===== src/rtl/ide_regwin_pkg.sv =====
package ide_regwin_pkg;

   typedef enum logic [1:0] {
      SZ_B1  = 2'd0,
      SZ_B2  = 2'd1,
      SZ_B4  = 2'd2,
      SZ_BAD = 2'd3
   } acc_size_e;

   typedef enum logic [2:0] {
      TG_NONE,
      TG_DATA,
      TG_TASK,
      TG_CTRL,
      TG_TIMING,
      TG_ISR
   } target_e;

   typedef struct packed {
      target_e   tgt;
      logic      legal;
      logic [3:0] dreg;
      acc_size_e dsize;
   } dec_t;

   localparam int unsigned SLOT_DATA     = 0;
   localparam int unsigned SLOT_TASK_LO  = 1;
   localparam int unsigned SLOT_TASK_HI  = 7;
   localparam int unsigned SLOT_CTRL     = 8;
   localparam int unsigned SLOT_CTRL_ALT = 'h16;
   localparam int unsigned SLOT_TIMING   = 'h20;
   localparam int unsigned SLOT_ISR      = 'h30;
   localparam logic [3:0]  DREG_CTRL     = 4'd8;

endpackage


===== src/rtl/ide_regwin_decode.sv =====
module ide_regwin_decode
   import ide_regwin_pkg::*;
#(
   parameter int unsigned ADDR_W    = 12,
   parameter int unsigned IDX_SHIFT = 4,
   parameter bit          ALIAS_EN  = 1'b1
) (
   input  logic [ADDR_W-1:0] addr_i,
   input  logic              write_i,
   input  logic [1:0]        size_i,
   output dec_t              dec_o
);
   localparam int unsigned IDX_W = ADDR_W - IDX_SHIFT;
   localparam logic [IDX_W-1:0] K_DATA   = IDX_W'(SLOT_DATA);
   localparam logic [IDX_W-1:0] K_T_LO   = IDX_W'(SLOT_TASK_LO);
   localparam logic [IDX_W-1:0] K_T_HI   = IDX_W'(SLOT_TASK_HI);
   localparam logic [IDX_W-1:0] K_CTRL   = IDX_W'(SLOT_CTRL);
   localparam logic [IDX_W-1:0] K_ALT    = IDX_W'(SLOT_CTRL_ALT);
   localparam logic [IDX_W-1:0] K_TIMING = IDX_W'(SLOT_TIMING);
   localparam logic [IDX_W-1:0] K_ISR    = IDX_W'(SLOT_ISR);

   logic [IDX_W-1:0] idx;
   acc_size_e        sz;
   logic             alt_hit;
   logic             unused_low;

   assign idx        = addr_i[ADDR_W-1:IDX_SHIFT];
   assign sz         = acc_size_e'(size_i);
   assign unused_low = ^addr_i[IDX_SHIFT-1:0];

   generate
      if (ALIAS_EN) begin : g_alias
         assign alt_hit = (idx == K_ALT);
      end else begin : g_no_alias
         assign alt_hit = 1'b0;
      end
   endgenerate

   always_comb begin
      dec_o = '{tgt: TG_NONE, legal: 1'b0, dreg: 4'd0, dsize: SZ_B1};
      if (idx == K_DATA) begin
         dec_o.tgt   = TG_DATA;
         dec_o.dsize = (sz == SZ_B1) ? SZ_B2 : sz;
         dec_o.legal = write_i ? (sz == SZ_B2 || sz == SZ_B4) : (sz != SZ_BAD);
      end else if (idx >= K_T_LO && idx <= K_T_HI) begin
         dec_o.tgt   = TG_TASK;
         dec_o.dreg  = idx[3:0];
         dec_o.legal = (sz == SZ_B1);
      end else if (idx == K_CTRL || alt_hit) begin
         dec_o.tgt   = TG_CTRL;
         dec_o.dreg  = DREG_CTRL;
         dec_o.legal = (sz == SZ_B1);
      end else if (idx == K_TIMING) begin
         dec_o.tgt   = TG_TIMING;
         dec_o.dsize = SZ_B4;
         dec_o.legal = (sz == SZ_B4);
      end else if (idx == K_ISR) begin
         dec_o.tgt   = TG_ISR;
         dec_o.dsize = SZ_B4;
         dec_o.legal = (sz == SZ_B4);
      end
   end

   // an illegal size code never decodes as legal
   always_comb begin
      a_r10_bad_size_illegal: assert (!(sz == SZ_BAD && dec_o.legal));
   end

endmodule


===== src/rtl/ide_regwin_irq.sv =====
module ide_regwin_irq #(
   parameter int unsigned N_SRC  = 2,
   parameter int unsigned DATA_W = 32
) (
   input  logic              clk,
   input  logic              rst_n,
   input  logic [N_SRC-1:0]  src_i,
   input  logic              clr_top_i,
   output logic [DATA_W-1:0] isr_o,
   output logic [N_SRC-1:0]  line_o
);
   generate
      if (N_SRC >= DATA_W) begin : g_bad_n
         $error("ide_regwin_irq: N_SRC must be below DATA_W");
      end

      assign isr_o[DATA_W-1-N_SRC:0] = '0;

      for (genvar n = 0; n < N_SRC; n++) begin : g_src
         logic q;
         logic st;
         logic clr;

         if (n == 0) begin : g_clr
            assign clr = clr_top_i;
         end else begin : g_noclr
            assign clr = 1'b0;
         end

         always_ff @(posedge clk or negedge rst_n) begin
            if (!rst_n) begin
               q  <= 1'b0;
               st <= 1'b0;
            end else begin
               q <= src_i[n];
               if (src_i[n] != q) begin
                  st <= src_i[n];
               end else if (clr) begin
                  st <= 1'b0;
               end
            end
         end

         assign line_o[n]            = q;
         assign isr_o[DATA_W-1-n]    = st;

         // a level change is captured into the status bit
         a_r7_edge_latch: assert property (@(posedge clk) disable iff (!rst_n)
            (src_i[n] != q) |=> (isr_o[DATA_W-1-n] == $past(src_i[n])));

         // the output line is the input delayed by one clock
         a_r9_line_follows: assert property (@(posedge clk) disable iff (!rst_n)
            1'b1 |=> (line_o[n] == $past(src_i[n])));

         // a clear without a coincident edge empties the bit
         a_r8_clear_top: assert property (@(posedge clk) disable iff (!rst_n)
            (clr && src_i[n] == q) |=> !isr_o[DATA_W-1-n]);
      end
   endgenerate

endmodule


===== src/rtl/ide_regwin_rdmux.sv =====
module ide_regwin_rdmux
   import ide_regwin_pkg::*;
#(
   parameter int unsigned DATA_W = 32
) (
   input  dec_t              dec_i,
   input  logic [1:0]        size_i,
   input  logic [DATA_W-1:0] drv_rdata_i,
   input  logic [DATA_W-1:0] timing_i,
   input  logic [DATA_W-1:0] isr_i,
   output logic [DATA_W-1:0] rdata_o
);
   localparam logic [DATA_W-1:0] ALL_ONES = '1;

   always_comb begin
      rdata_o = ALL_ONES;
      if (dec_i.legal) begin
         unique case (dec_i.tgt)
            TG_DATA: begin
               if (acc_size_e'(size_i) == SZ_B1) begin
                  rdata_o = DATA_W'(drv_rdata_i[7:0]);
               end else if (acc_size_e'(size_i) == SZ_B2) begin
                  rdata_o = DATA_W'(drv_rdata_i[15:0]);
               end else begin
                  rdata_o = drv_rdata_i;
               end
            end
            TG_TASK, TG_CTRL: rdata_o = DATA_W'(drv_rdata_i[7:0]);
            TG_TIMING:        rdata_o = timing_i;
            TG_ISR:           rdata_o = isr_i;
            default:          rdata_o = ALL_ONES;
         endcase
      end
   end

endmodule


===== src/rtl/ide_regwin.sv =====
module ide_regwin
   import ide_regwin_pkg::*;
#(
   parameter int unsigned ADDR_W    = 12,
   parameter int unsigned DATA_W    = 32,
   parameter int unsigned IDX_SHIFT = 4,
   parameter bit          ALIAS_EN  = 1'b1
) (
   input  logic              clk,
   input  logic              rst_n,
   input  logic              req_valid,
   output logic              req_ready,
   input  logic              req_write,
   input  logic [ADDR_W-1:0] req_addr,
   input  logic [1:0]        req_size,
   input  logic [DATA_W-1:0] req_wdata,
   output logic              rsp_valid,
   output logic [DATA_W-1:0] rsp_rdata,
   output logic              drv_rd,
   output logic              drv_wr,
   output logic [3:0]        drv_reg,
   output logic [1:0]        drv_size,
   output logic [DATA_W-1:0] drv_wdata,
   input  logic [DATA_W-1:0] drv_rdata,
   input  logic              irq_dma_i,
   input  logic              irq_ide_i,
   output logic              irq_dma_o,
   output logic              irq_ide_o
);
   localparam int unsigned IDX_W = ADDR_W - IDX_SHIFT;
   localparam int unsigned N_IRQ = 2;
   localparam logic [IDX_W-1:0] K_TIMING = IDX_W'(SLOT_TIMING);
   localparam logic [IDX_W-1:0] K_DATA   = IDX_W'(SLOT_DATA);

   generate
      if (DATA_W != 32) begin : g_bad_dw
         $error("ide_regwin: DATA_W must be 32");
      end
      if (IDX_SHIFT < 1 || IDX_W < 6) begin : g_bad_aw
         $error("ide_regwin: address too narrow for the register slots");
      end
   endgenerate

   dec_t              dec;
   logic              fwd;
   logic              hit_ok;
   logic [DATA_W-1:0] timing_q;
   logic [DATA_W-1:0] isr;
   logic [DATA_W-1:0] rd_next;
   logic [N_IRQ-1:0]  irq_lines;
   logic              clr_top;

   assign req_ready = 1'b1;

   ide_regwin_decode #(
      .ADDR_W(ADDR_W), .IDX_SHIFT(IDX_SHIFT), .ALIAS_EN(ALIAS_EN)
   ) u_dec (
      .addr_i(req_addr), .write_i(req_write), .size_i(req_size), .dec_o(dec)
   );

   assign hit_ok = req_valid && dec.legal;
   assign fwd    = hit_ok && (dec.tgt == TG_DATA || dec.tgt == TG_TASK || dec.tgt == TG_CTRL);

   assign drv_rd   = fwd && !req_write;
   assign drv_wr   = fwd && req_write;
   assign drv_reg  = dec.dreg;
   assign drv_size = dec.dsize;

   always_comb begin
      unique case (dec.dsize)
         SZ_B1:   drv_wdata = DATA_W'(req_wdata[7:0]);
         SZ_B2:   drv_wdata = DATA_W'(req_wdata[15:0]);
         default: drv_wdata = req_wdata;
      endcase
   end

   always_ff @(posedge clk or negedge rst_n) begin
      if (!rst_n) begin
         timing_q <= '0;
      end else if (hit_ok && req_write && dec.tgt == TG_TIMING) begin
         timing_q <= req_wdata;
      end
   end

   assign clr_top = hit_ok && req_write && dec.tgt == TG_ISR && req_wdata[DATA_W-1];

   ide_regwin_irq #(.N_SRC(N_IRQ), .DATA_W(DATA_W)) u_irq (
      .clk(clk), .rst_n(rst_n),
      .src_i({irq_ide_i, irq_dma_i}),
      .clr_top_i(clr_top),
      .isr_o(isr),
      .line_o(irq_lines)
   );

   assign irq_dma_o = irq_lines[0];
   assign irq_ide_o = irq_lines[1];

   ide_regwin_rdmux #(.DATA_W(DATA_W)) u_rdmux (
      .dec_i(dec), .size_i(req_size), .drv_rdata_i(drv_rdata),
      .timing_i(timing_q), .isr_i(isr), .rdata_o(rd_next)
   );

   always_ff @(posedge clk or negedge rst_n) begin
      if (!rst_n) begin
         rsp_valid <= 1'b0;
         rsp_rdata <= '0;
      end else begin
         rsp_valid <= req_valid && !req_write;
         if (req_valid && !req_write) begin
            rsp_rdata <= rd_next;
         end
      end
   end

   // every read gets a response in the next cycle
   a_r11_read_rsp: assert property (@(posedge clk) disable iff (!rst_n)
      (req_valid && !req_write) |=> rsp_valid);

   // no response without a read in the cycle before
   a_r11_no_spurious_rsp: assert property (@(posedge clk) disable iff (!rst_n)
      !(req_valid && !req_write) |=> !rsp_valid);

   // a byte-wide data-port write never reaches the drive
   a_r3_byte_data_write_blocked: assert property (@(posedge clk) disable iff (!rst_n)
      (req_valid && req_write && req_size == 2'd0
       && req_addr[ADDR_W-1:IDX_SHIFT] == K_DATA) |-> !drv_wr);

   // timing holds unless a full-word write hits it
   a_r6_timing_hold: assert property (@(posedge clk) disable iff (!rst_n)
      !(req_valid && req_write && req_size == 2'd2
        && req_addr[ADDR_W-1:IDX_SHIFT] == K_TIMING) |=> $stable(timing_q));

   // an illegal size code never touches the drive side
   a_r10_bad_size_no_fwd: assert property (@(posedge clk) disable iff (!rst_n)
      (req_valid && req_size == 2'd3) |-> (!drv_rd && !drv_wr));

endmodule


===== config.mk =====
export PLATFORM = sky130hd
export DESIGN_NAME = ide_regwin
export DESIGN_NICKNAME = d
export VERILOG_FILES = /design/src/rtl/ide_regwin_pkg.sv /design/src/rtl/ide_regwin_decode.sv /design/src/rtl/ide_regwin_irq.sv /design/src/rtl/ide_regwin_rdmux.sv /design/src/rtl/ide_regwin.sv
export SDC_FILE = /design/constraint.sdc
export NUM_CORES = 1
export LEC_CHECK = 0
export ABC_AREA = 0
export BUFFER_PORTS_ARGS = -buffer_cell sky130_fd_sc_hd__buf_2
export CORE_MARGIN = 8
export CORE_UTILIZATION = 50
export CTS_CLUSTER_SIZE = 28
export DETAILED_ROUTE_END_ITERATION = 8
export PLACE_DENSITY_LB_ADDON = 0.05
export SLEW_MARGIN = 15
export SYNTH_ARGS = -nofsm -noshare
export SYNTH_HDL_FRONTEND = slang
export SYNTH_SLANG_ARGS = --single-unit

===== constraint.sdc =====
create_clock -name clk -period 6.45 [get_ports clk]
set_clock_uncertainty 0.2 [all_clocks]
set_input_delay 1.29 -clock clk [delete_from_list [all_inputs] [get_ports clk]]
set_output_delay 1.29 -clock clk [all_outputs]
set_load 0.005 [all_outputs]

==> metrics.yaml, run 1 <==
cts.sinks: 69
reg2reg_slack_ns: 5.14
dieWidth_um: 98.81
vias: 2961
most-common-layout-cells: "154 x buf_2, 69 x dfrtp_1, 36 x nor2_1, 33 x a31oi_1, 32 x a22oi_1"
grt_pass1_vias: 3042
rsz0062_at_grt: "false"
dpl-instance-area_um2: 4200
ys_seq_elements: 69
hold_class: "register to register"
die_h_um: 98.81
cts-hold-fix-buffers: 0
clockBufferDepth: 2
antenna_found_initial: 1
cts_buffers: 9
synth_seq_area_share_pct: 50.36
required_ns: 4.96
instances_no_fill: 545
fin_crit_ns: 4.727
drc: 0
post_drt_wl_per_cell_um: 17.48
dp.cells: 527
setup_tns_ns: 0
end_kind: "output port"
start_kind: "input pin"
status: "completed"
ys_warn_count: 0
path_buf_inv: 2
nNetsFinal: 549
hold_viol: 0
hpwl_um: 6637
via_per_inst: 5.433
worstHoldStart: "timing_q[30]"
layout_commonest_cell: "buf_2"
netlist_instances: 318
first_iter_violations: 116
cp_top_family: "simple AND/OR/NAND/NOR gates"
grt_overflow_total: 0
cts_tree: "yes"
layout-drive-gt1-share_pct: 39.87
critical_path_class: "input pin to output port"
first_pass_iters: 4
yosysUniqueCellTypes: 36
portBuffers: 154
ant_nets: 0
num_io_pins: 160
design_area_um2: 4422
arrival_ns: 3.24
syn_area_per_cell_um2: 10.78
track_usage_pct: 19.10
core-area_um2: 6719
start_util_pct: 51.02
cts_root_buffer: "clkbuf_8"
path_cells: "buf_2, nand2b_1, a21oi_1, o311ai_1, nand2_1, and3_1, buf_2"
place_congestion: 0.8177
fillers: 570
setup_viol: 0
area_growth_syn_to_layout_pct: 28.98
postCtsSetupBuffers: 0
cts_resized: 0
hold_end: "timing_q[30]"
die-area_um2: 9762
cts_htree_levels: 3
fmax_mhz: 211.5
netlist_area_um2: 3428
slew_headroom_pct: 31.80
clkTransAtPathRegs_ns: 0.07
reg2reg_to: "u_irq.g_src[0].st"
rows: 30
worstRegToRegCells: 4
fin_crit_sh_pct: 73.29
crit_fanout: 10
ir_worst_vdd_uv: 153.6
insertion_delay_ns: 0.33
min_path_cells: 1
wl_um: 9527
tightest_slew_ns: 1.015
cpMostUsedCell: "buf_2"
power.total_w: 0.0008638
p_leak_nw: 2.088
cap_violations: 0
critPathSlowestCell: "o311ai_1"
cp_slowest_stage_delay_ns: 0.76
synth_nets: 408
grt_pass1_wl_um: 15040
reg2reg_from: "u_irq.g_src[0].q"
slew_violations: 0
powerDensity_nw_per_um2: 195.4
grt_max_degree: 70
==> per-layer routing <==
metal	vias to the layer above	global-route usage, %	wire [um]
met5	-	0	0
met1	1417	23.10	3969
met4	0	6.848	178
met3	15	7.963	840
li1	1428	-	-
met2	101	29.73	4538
==> cell usage after synthesis <==
cell,instances,area [um2]
dfrtp_1,69,1727
nor2_1,36,135.1
a31oi_1,33,206.5
a22oi_1,32,240.2
mux2_1,30,337.8
and2_1,19,118.9
clkbuf_1,16,60.06
buf_4,12,90.09
nor2b_1,10,62.56
ha_1,6,75.07
inv_1,6,22.52
nand2_1,5,18.77
nor3_1,5,25.02
a21oi_1,4,20.02
mux2_2,4,45.04
nand2b_1,3,18.77
nand3_1,3,15.01
nor3b_1,3,22.52
buf_2,2,10.01
nor4_2,2,25.02
nor4b_1,2,17.52
or4_1,2,15.01
a211o_1,1,8.760
a211oi_1,1,7.510
a21oi_2,1,8.760
and3_1,1,6.260
and3b_1,1,8.760
conb_1,1,3.750
maj3_1,1,10.01
nor4_4,1,21.27
o21a_1,1,7.510
o21bai_1,1,7.510
o311ai_0,1,8.760
o311ai_1,1,8.760
or2_2,1,6.260
or3_1,1,6.260
==> kinds of logic (layout without fill, tap and decap cells) <==
logic type | after synthesis | count (layout) | synth area share (%)
simple gates | 95 | 95 | 15.26
other cells | 1 | 2 | 0.1094
mux | 34 | 34 | 11.17
flops | 69 | 69 | 50.37
compound gates | 76 | 76 | 15.29
fa+ha+maj | 7 | 7 | 2.482
buf+inv | 36 | 182 | 5.329
==> stage by stage <==
step	utilization (%)	setup WS, ns	hold slack [ns]
global placement	62.51	1.763	0.2677
floorplan	-	2.158	0.2541
CTS	65.36	1.727	0.2914
global route	65.81	1.605	0.3021
finish	65.81	1.723	0.2831
detailed placement	62.51	1.760	0.2748
==> worst max path at each step <==
| stage | slack, ns | end | start | depth (start not counted) |
|---|---|---|---|---|
| after global placement | 1.76 | timing_q[7] | req_addr[6] | 7 |
| final | 1.72 | drv_rd | req_addr[7] | 7 |
| after detailed placement | 1.76 | timing_q[6] | req_addr[6] | 7 |
| after CTS | 1.73 | drv_rd | req_addr[7] | 7 |
| after global routing | 1.60 | drv_rd | req_addr[5] | 7 |
| after floorplan | 2.16 | drv_wdata[16] | req_addr[6] | 5 |
==> sequential cells by signal, indices dropped and copies added, names as in the netlist <==
register	count
rsp_rdata	32
timing_q	32
u_irq.g_src.q	2
u_irq.g_src.st	2
rsp_valid	1
==> where the power goes <==
| group | total, W | switching [W] | internal (W) |
|---|---|---|---|
| sequential | 0.000441 | 0.00000300 | 0.000438 |
| clock | 0.000344 | 0.000166 | 0.000178 |
| combinational | 0.0000787 | 0.0000446 | 0.0000341 |
==> area by class of cell <==
type	instances	area, um2	share of cell area (%)
flip-flops and latches	69	1727	39.05
inverters	6	22.52	0.5093
well taps	80	100.1	2.264
diodes	1	2.502	0.05659
multi-input cells	213	1543	34.89
clock buffers	10	127.6	2.886
clock inverters	6	63.81	1.443
repair buffers	160	835.8	18.90
No activity file was read; power rests on OpenSTA's default activity.
==> run 2: changes to the inputs <==
- CORE_UTILIZATION: 50 -> 42
- clock period: 6.45 -> 3.9 ns (I/O delays scaled with it)
==> run 2 against run 1 <==
Power increased by 66%. Sequential power grew 66%. Critical path depth did not move. Worst hold slack lost 0.0027 ns. Global-route usage fell by 1.5 points. Worst setup slack worse by 1.4 ns. Routed wire length is 3.9% higher. Combinational power is 66% higher. Sequential share of layout area is 0.31 points lower. Final cell count rose by 4.0%. Sequential cell count is the same. Register-to-register slack worse by 2.6 ns. Critical endpoint unchanged. Largest power group unchanged. Highest routed layer unchanged.
==> metrics.yaml, run 2 (synthesized netlist as in run 1, its figures left out) <==
arrival_ns: 2.65  # -0.59 ns
end_kind: "output port"
first_pass_iters: 4  # unchanged
dp.cells: 554  # +5.1%
path_cells: "buf_2, nand2b_1, a21oi_1, o311ai_1, nand2_1, and3_1, buf_2"
track_usage_pct: 17.58  # -1.5 points
path_buf_inv: 2  # unchanged
tightest_slew_ns: 0.8866  # -0.1287 ns
first_iter_violations: 125  # +7.8%
ant_nets: 0  # unchanged
dieWidth_um: 106.3  # +7.6%
core-area_um2: 8051  # +20%
portBuffers: 154  # unchanged
diodes: 0  # -1
cts_buffers: 9  # unchanged
clockBufferDepth: 2  # unchanged
p_leak_nw: 2.099  # +0.50%
area_growth_syn_to_layout_pct: 30.00
layout_commonest_cell: "buf_2"
start_kind: "input pin"
cp_top_family: "compound AO/OA/AOI/OAI gates"
setup_tns_ns: 0  # unchanged
grt_overflow_total: 0  # unchanged
grt_max_degree: 70  # unchanged
die-area_um2: 11310  # +16%
status: "completed"
via_per_inst: 5.206  # -4.2%
cts_root_buffer: "clkbuf_8"
drc: 0  # unchanged
cts_htree_levels: 3  # unchanged
num_io_pins: 160  # unchanged
nNetsFinal: 550  # +0.18%
cts_tree: "yes"
cpMostUsedCell: "buf_2"
setup_viol: 0  # unchanged
worstRegToRegCells: 4  # unchanged
utilization_pct: 55.35  # -10 points
critical_path_class: "input pin to output port"
die_h_um: 106.3  # +7.6%
cts_resized: 0  # unchanged
cp_slowest_stage_delay_ns: 0.76  # about the same
path_depth: 7  # unchanged
fin_crit_ns: 3.627
rows: 33  # +10%
hold_class: "register to register"
place_congestion: 0.7756  # -5.1%
fin_crit_sh_pct: 92.99
rsz0062_at_grt: "false"
reg_top3: "rsp_rdata x32, timing_q x32"
min_path_cells: 1  # unchanged
fmax_mhz: 275.7
most-common-layout-cells: "153 x buf_2, 69 x dfrtp_1, 36 x nor2_1, 33 x a31oi_1, 32 x a22oi_1"
start_util_pct: 42.58  # -8.4 points
cap_violations: 0  # unchanged
insertion_delay_ns: 0.33  # about the same
antenna_found_initial: 0  # -1
clkTransAtPathRegs_ns: 0.07  # about the same
ir_worst_vdd_uv: 166.1  # +8.1%
critPathSlowestCell: "o311ai_1"
layout-drive-gt1-share_pct: 39.83  # -0.044 points
cts.sinks: 69  # unchanged
vias: 2952  # -0.30%
slew_violations: 0  # unchanged
post_drt_wl_per_cell_um: 17.46  # -0.11%
instances_no_fill: 567  # +4.0%
hpwl_um: 6969  # +5.0%
postCtsSetupBuffers: 0  # unchanged
cts-hold-fix-buffers: 0  # unchanged
powerDensity_nw_per_um2: 322.0  # +65%
grt_pass1_wl_um: 15990  # +6.3%
required_ns: 2.92  # -2.04 ns
crit_fanout: 8  # -2
slew_headroom_pct: 40.90  # +9.1 points
wl_um: 9901  # +3.9%
grt_pass1_vias: 3104  # +2.0%
hold_viol: 0  # unchanged
run 2: worst paths after layout:
kind                            slack, ns                 to        startpoint
worst min register to register       0.28       timing_q[30]      timing_q[30]
min in group asynchronous            0.36       rsp_rdata[9]             rst_n
worst max-delay path                 0.27             drv_rd       req_addr[7]
worst min-delay path                 0.28       timing_q[30]      timing_q[30]
worst max register to register       2.56  u_irq.g_src[0].st  u_irq.g_src[0].q
max in group asynchronous            2.55      rsp_rdata[23]             rst_n
run 2: stage by stage:
step	power, W	hold slack (ns)	area (um2)	setup slack [ns]
floorplan	0.0007925	0.2541	3428	0.6284
global placement	0.0008758	0.2663	4270	0.3379
detailed placement	0.0008777	0.2720	4270	0.3141
CTS	0.001457	0.2892	4457	0.3058
global route	0.001501	0.3047	4457	0.1496
finish	0.001435	0.2804	4457	0.2733
run 2: routing by layer:
layer,global-route usage (%),part of all wire (%),vias to the layer above
li1,-,-,1423
met1,22.26,45,1417
met2,27.70,46,103
met3,5.626,7.7,9
met4,6.030,1.1,0
met5,0,0,-
run 2: area by class of cell:
type                       instances  area [um2]
tap                              105       131.4
clock inverter                     2       35.03
timing repair buffer             161       838.3
fill                             766        3595
sequential                        69        1727
inverter                           6       22.52
clock buffer                      11       151.4
multi-input combinational        213        1551
run 2: report_power, final:
group          switching, W  internal [W]
clock network      0.000255      0.000319
logic             0.0000750     0.0000562
registers        0.00000480      0.000725
run 2: worst register-to-register path: stages, from the launching register on:
cell and delay (ns):
dfrtp_1 0.35, inv_1 0.04, ha_1 0.26, inv_1 0.04
o311ai_0 0.33
==> run 3: changes to the inputs <==
- RECOVER_POWER: unset -> 50
==> run 3 against run 2 <==
The run now ends with capacitance limit, slew limit left. Power fell by 0.19%. Non-clock buffer count did not move. Worst setup slack improved by 0.041 ns. Sequential cell count did not move. Sequential share of layout area rose by 0.31 points. Routed wire length rose by 0.66%. Clock power barely moved. Die area did not move. Register-to-register slack barely moved. First-iteration DRC count rose by 10%. Via count rose by 0.14%. Critical endpoint unchanged. Largest cell class unchanged. Highest routed layer unchanged.
==> metrics.yaml, run 3 (synthesized netlist as in run 1, its figures left out) <==
first_iter_violations: 138  # +10%
crit_fanout: 8  # unchanged
dpl-instance-area_um2: 4270  # unchanged
antenna_found_initial: 0  # unchanged
violations: "capacitance limit, slew limit"
netSwitchingPower_w: 0.0003337  # -0.22%
reg_top3: "rsp_rdata x32, timing_q x32"
status: "complete, but fails checks"
layout-drive-gt1-share_pct: 34.63  # -5.2 points
swShare_pct: 23.30  # about the same
postCtsSetupBuffers: 0  # unchanged
start_kind: "input pin"
insertion_delay_ns: 0.33  # about the same
cts_tree: "yes"
hold_viol: 0  # unchanged
start_util_pct: 42.58  # unchanged
fmax_mhz: 278.9  # +1.1%
place_congestion: 0.7756  # unchanged
pwr-share-comb_pct: 9.0  # about the same
post_drt_wl_per_cell_um: 17.58  # +0.66%
dpl_worst_slack_ns: 0.3141  # unchanged
setup_tns_ns: 0  # unchanged
wl_um: 9966  # +0.66%
cap_violations: 1  # +1
design_area_um2: 4422  # -0.79%
reg2reg_from: "u_irq.g_src[0].q"
required_ns: 2.92  # about the same
cts-hold-fix-buffers: 0  # unchanged
worstSetupStartpoint: "req_addr[7]"
area_growth_syn_to_layout_pct: 28.98
p_clk_share_pct: 40.0  # about the same
vias: 2956  # +0.14%
fillers: 776  # +1.3%
track_usage_pct: 17.58  # unchanged
die_h_um: 106.3  # unchanged
fin_ws_ns: 0.3142  # +0.04093 ns
grt_pass1_vias: 3104  # unchanged
drc: 0  # unchanged
fin_crit_sh_pct: 91.94  # -1.0 points
cts.sinks: 69  # unchanged
rows: 33  # unchanged
portBuffers: 154  # unchanged
ant_nets: 0  # unchanged
cts_root_buffer: "clkbuf_8"
holdWs_ns: 0.2802  # -0.0002740 ns
p_seq_share_pct: 51.0  # about the same
first_pass_iters: 4  # unchanged
die-area_um2: 11310  # unchanged
cts_buffers: 9  # unchanged
setup_viol: 0  # unchanged
via_per_inst: 5.213  # +0.14%
layout_commonest_cell: "buf_2"
dieWidth_um: 106.3  # unchanged
core-area_um2: 8051  # unchanged
clockBufferDepth: 2  # unchanged
slew_headroom_pct: -15.94  # -57 points
grt_pass1_wl_um: 15990  # unchanged
critical_path_class: "input pin to output port"
hpwl_um: 6969  # unchanged
hold_class: "register to register"
arrival_ns: 2.61  # -0.04 ns
diodes: 0  # unchanged
clkTransAtPathRegs_ns: 0.07  # about the same
end_kind: "output port"
slew_violations: 70  # +70
grt_max_degree: 70  # unchanged
cts_resized: 0  # unchanged
p_leak_nw: 2.064  # -1.6%
rsz0062_at_grt: "false"
grt_overflow_total: 0  # unchanged
most-common-layout-cells: "129 x buf_2, 69 x dfrtp_1, 36 x nor2_1, 33 x a31oi_1, 32 x a22oi_1"
worstHoldStart: "timing_q[30]"
fin_crit_ns: 3.586  # -0.04093 ns
ir_worst_vdd_uv: 166.7  # +0.38%
nNetsFinal: 550  # unchanged
power.internal_w: 0.001099  # -0.18%
num_io_pins: 160  # unchanged
power.total_w: 0.001432  # -0.19%
powerDensity_nw_per_um2: 323.9  # +0.60%
tightest_slew_ns: 1.739  # +0.8526 ns
cts_htree_levels: 3  # unchanged
-- run 3: changes by cell type in the layout (fill, tap and decap cells not counted) --
| cell | change |
|---|---|
| buf_1 | +1 |
| clkbuf_1 | +23 |
| buf_2 | -24 |
| buf_4 | -2 |
| clkbuf_2 | +2 |
-- run 3: power groups by stage --
stage | registers [W] | clock network (W) | logic, W
after floorplan | 0.000744 | 0 | 0.0000481
after detailed placement | 0.000744 | 0 | 0.000134
after global routing | 0.000731 | 0.000622 | 0.000146
after CTS | 0.000730 | 0.000593 | 0.000134
after global placement | 0.000744 | 0 | 0.000132
final | 0.000730 | 0.000573 | 0.000129
-- run 3: critical path, stage by stage --
cell      delay, ns
buf_2          0.15
nand2b_1       0.15
a21oi_1        0.05
o311ai_1       0.73
nand2_1        0.36
and3_1         0.26
buf_2          0.13
-- run 3: per-stage QoR --
step                util [%]  instances
CTS                    55.35        567
floorplan                  -        318
global placement       53.04        554
finish                 54.92        567
global route           54.92        567
detailed placement     53.04        554
-- run 3: final cells by class --
type | count | area, um2 | area share [%]
clock buffer | 11 | 151.4 | 3.424
clock inverter | 2 | 35.03 | 0.7923
inverter | 6 | 22.52 | 0.5093
multi-input combinational | 213 | 1551 | 35.09
sequential | 69 | 1727 | 39.05
tap | 105 | 131.4 | 2.971
timing repair buffer | 161 | 803.3 | 18.17
-- run 3: worst paths after layout --
kind,to,slack [ns],cells past startpoint
worst max register to register,u_irq.g_src[0].st,2.56,4
worst min-delay path,timing_q[30],0.28,1
worst min register to register,timing_q[30],0.28,1
min in group asynchronous,u_irq.g_src[0].q,0.68,1
worst max-delay path,drv_rd,0.31,7
max in group asynchronous,rsp_rdata[22],1.76,1
-- run 3: routing by layer --
metal,up-vias,global-route usage (%),routed length (um)
li1,1426,-,-
met1,1416,22.26,4453
met2,105,27.70,4652
met3,9,5.626,756
met4,0,6.030,104
met5,-,0,0
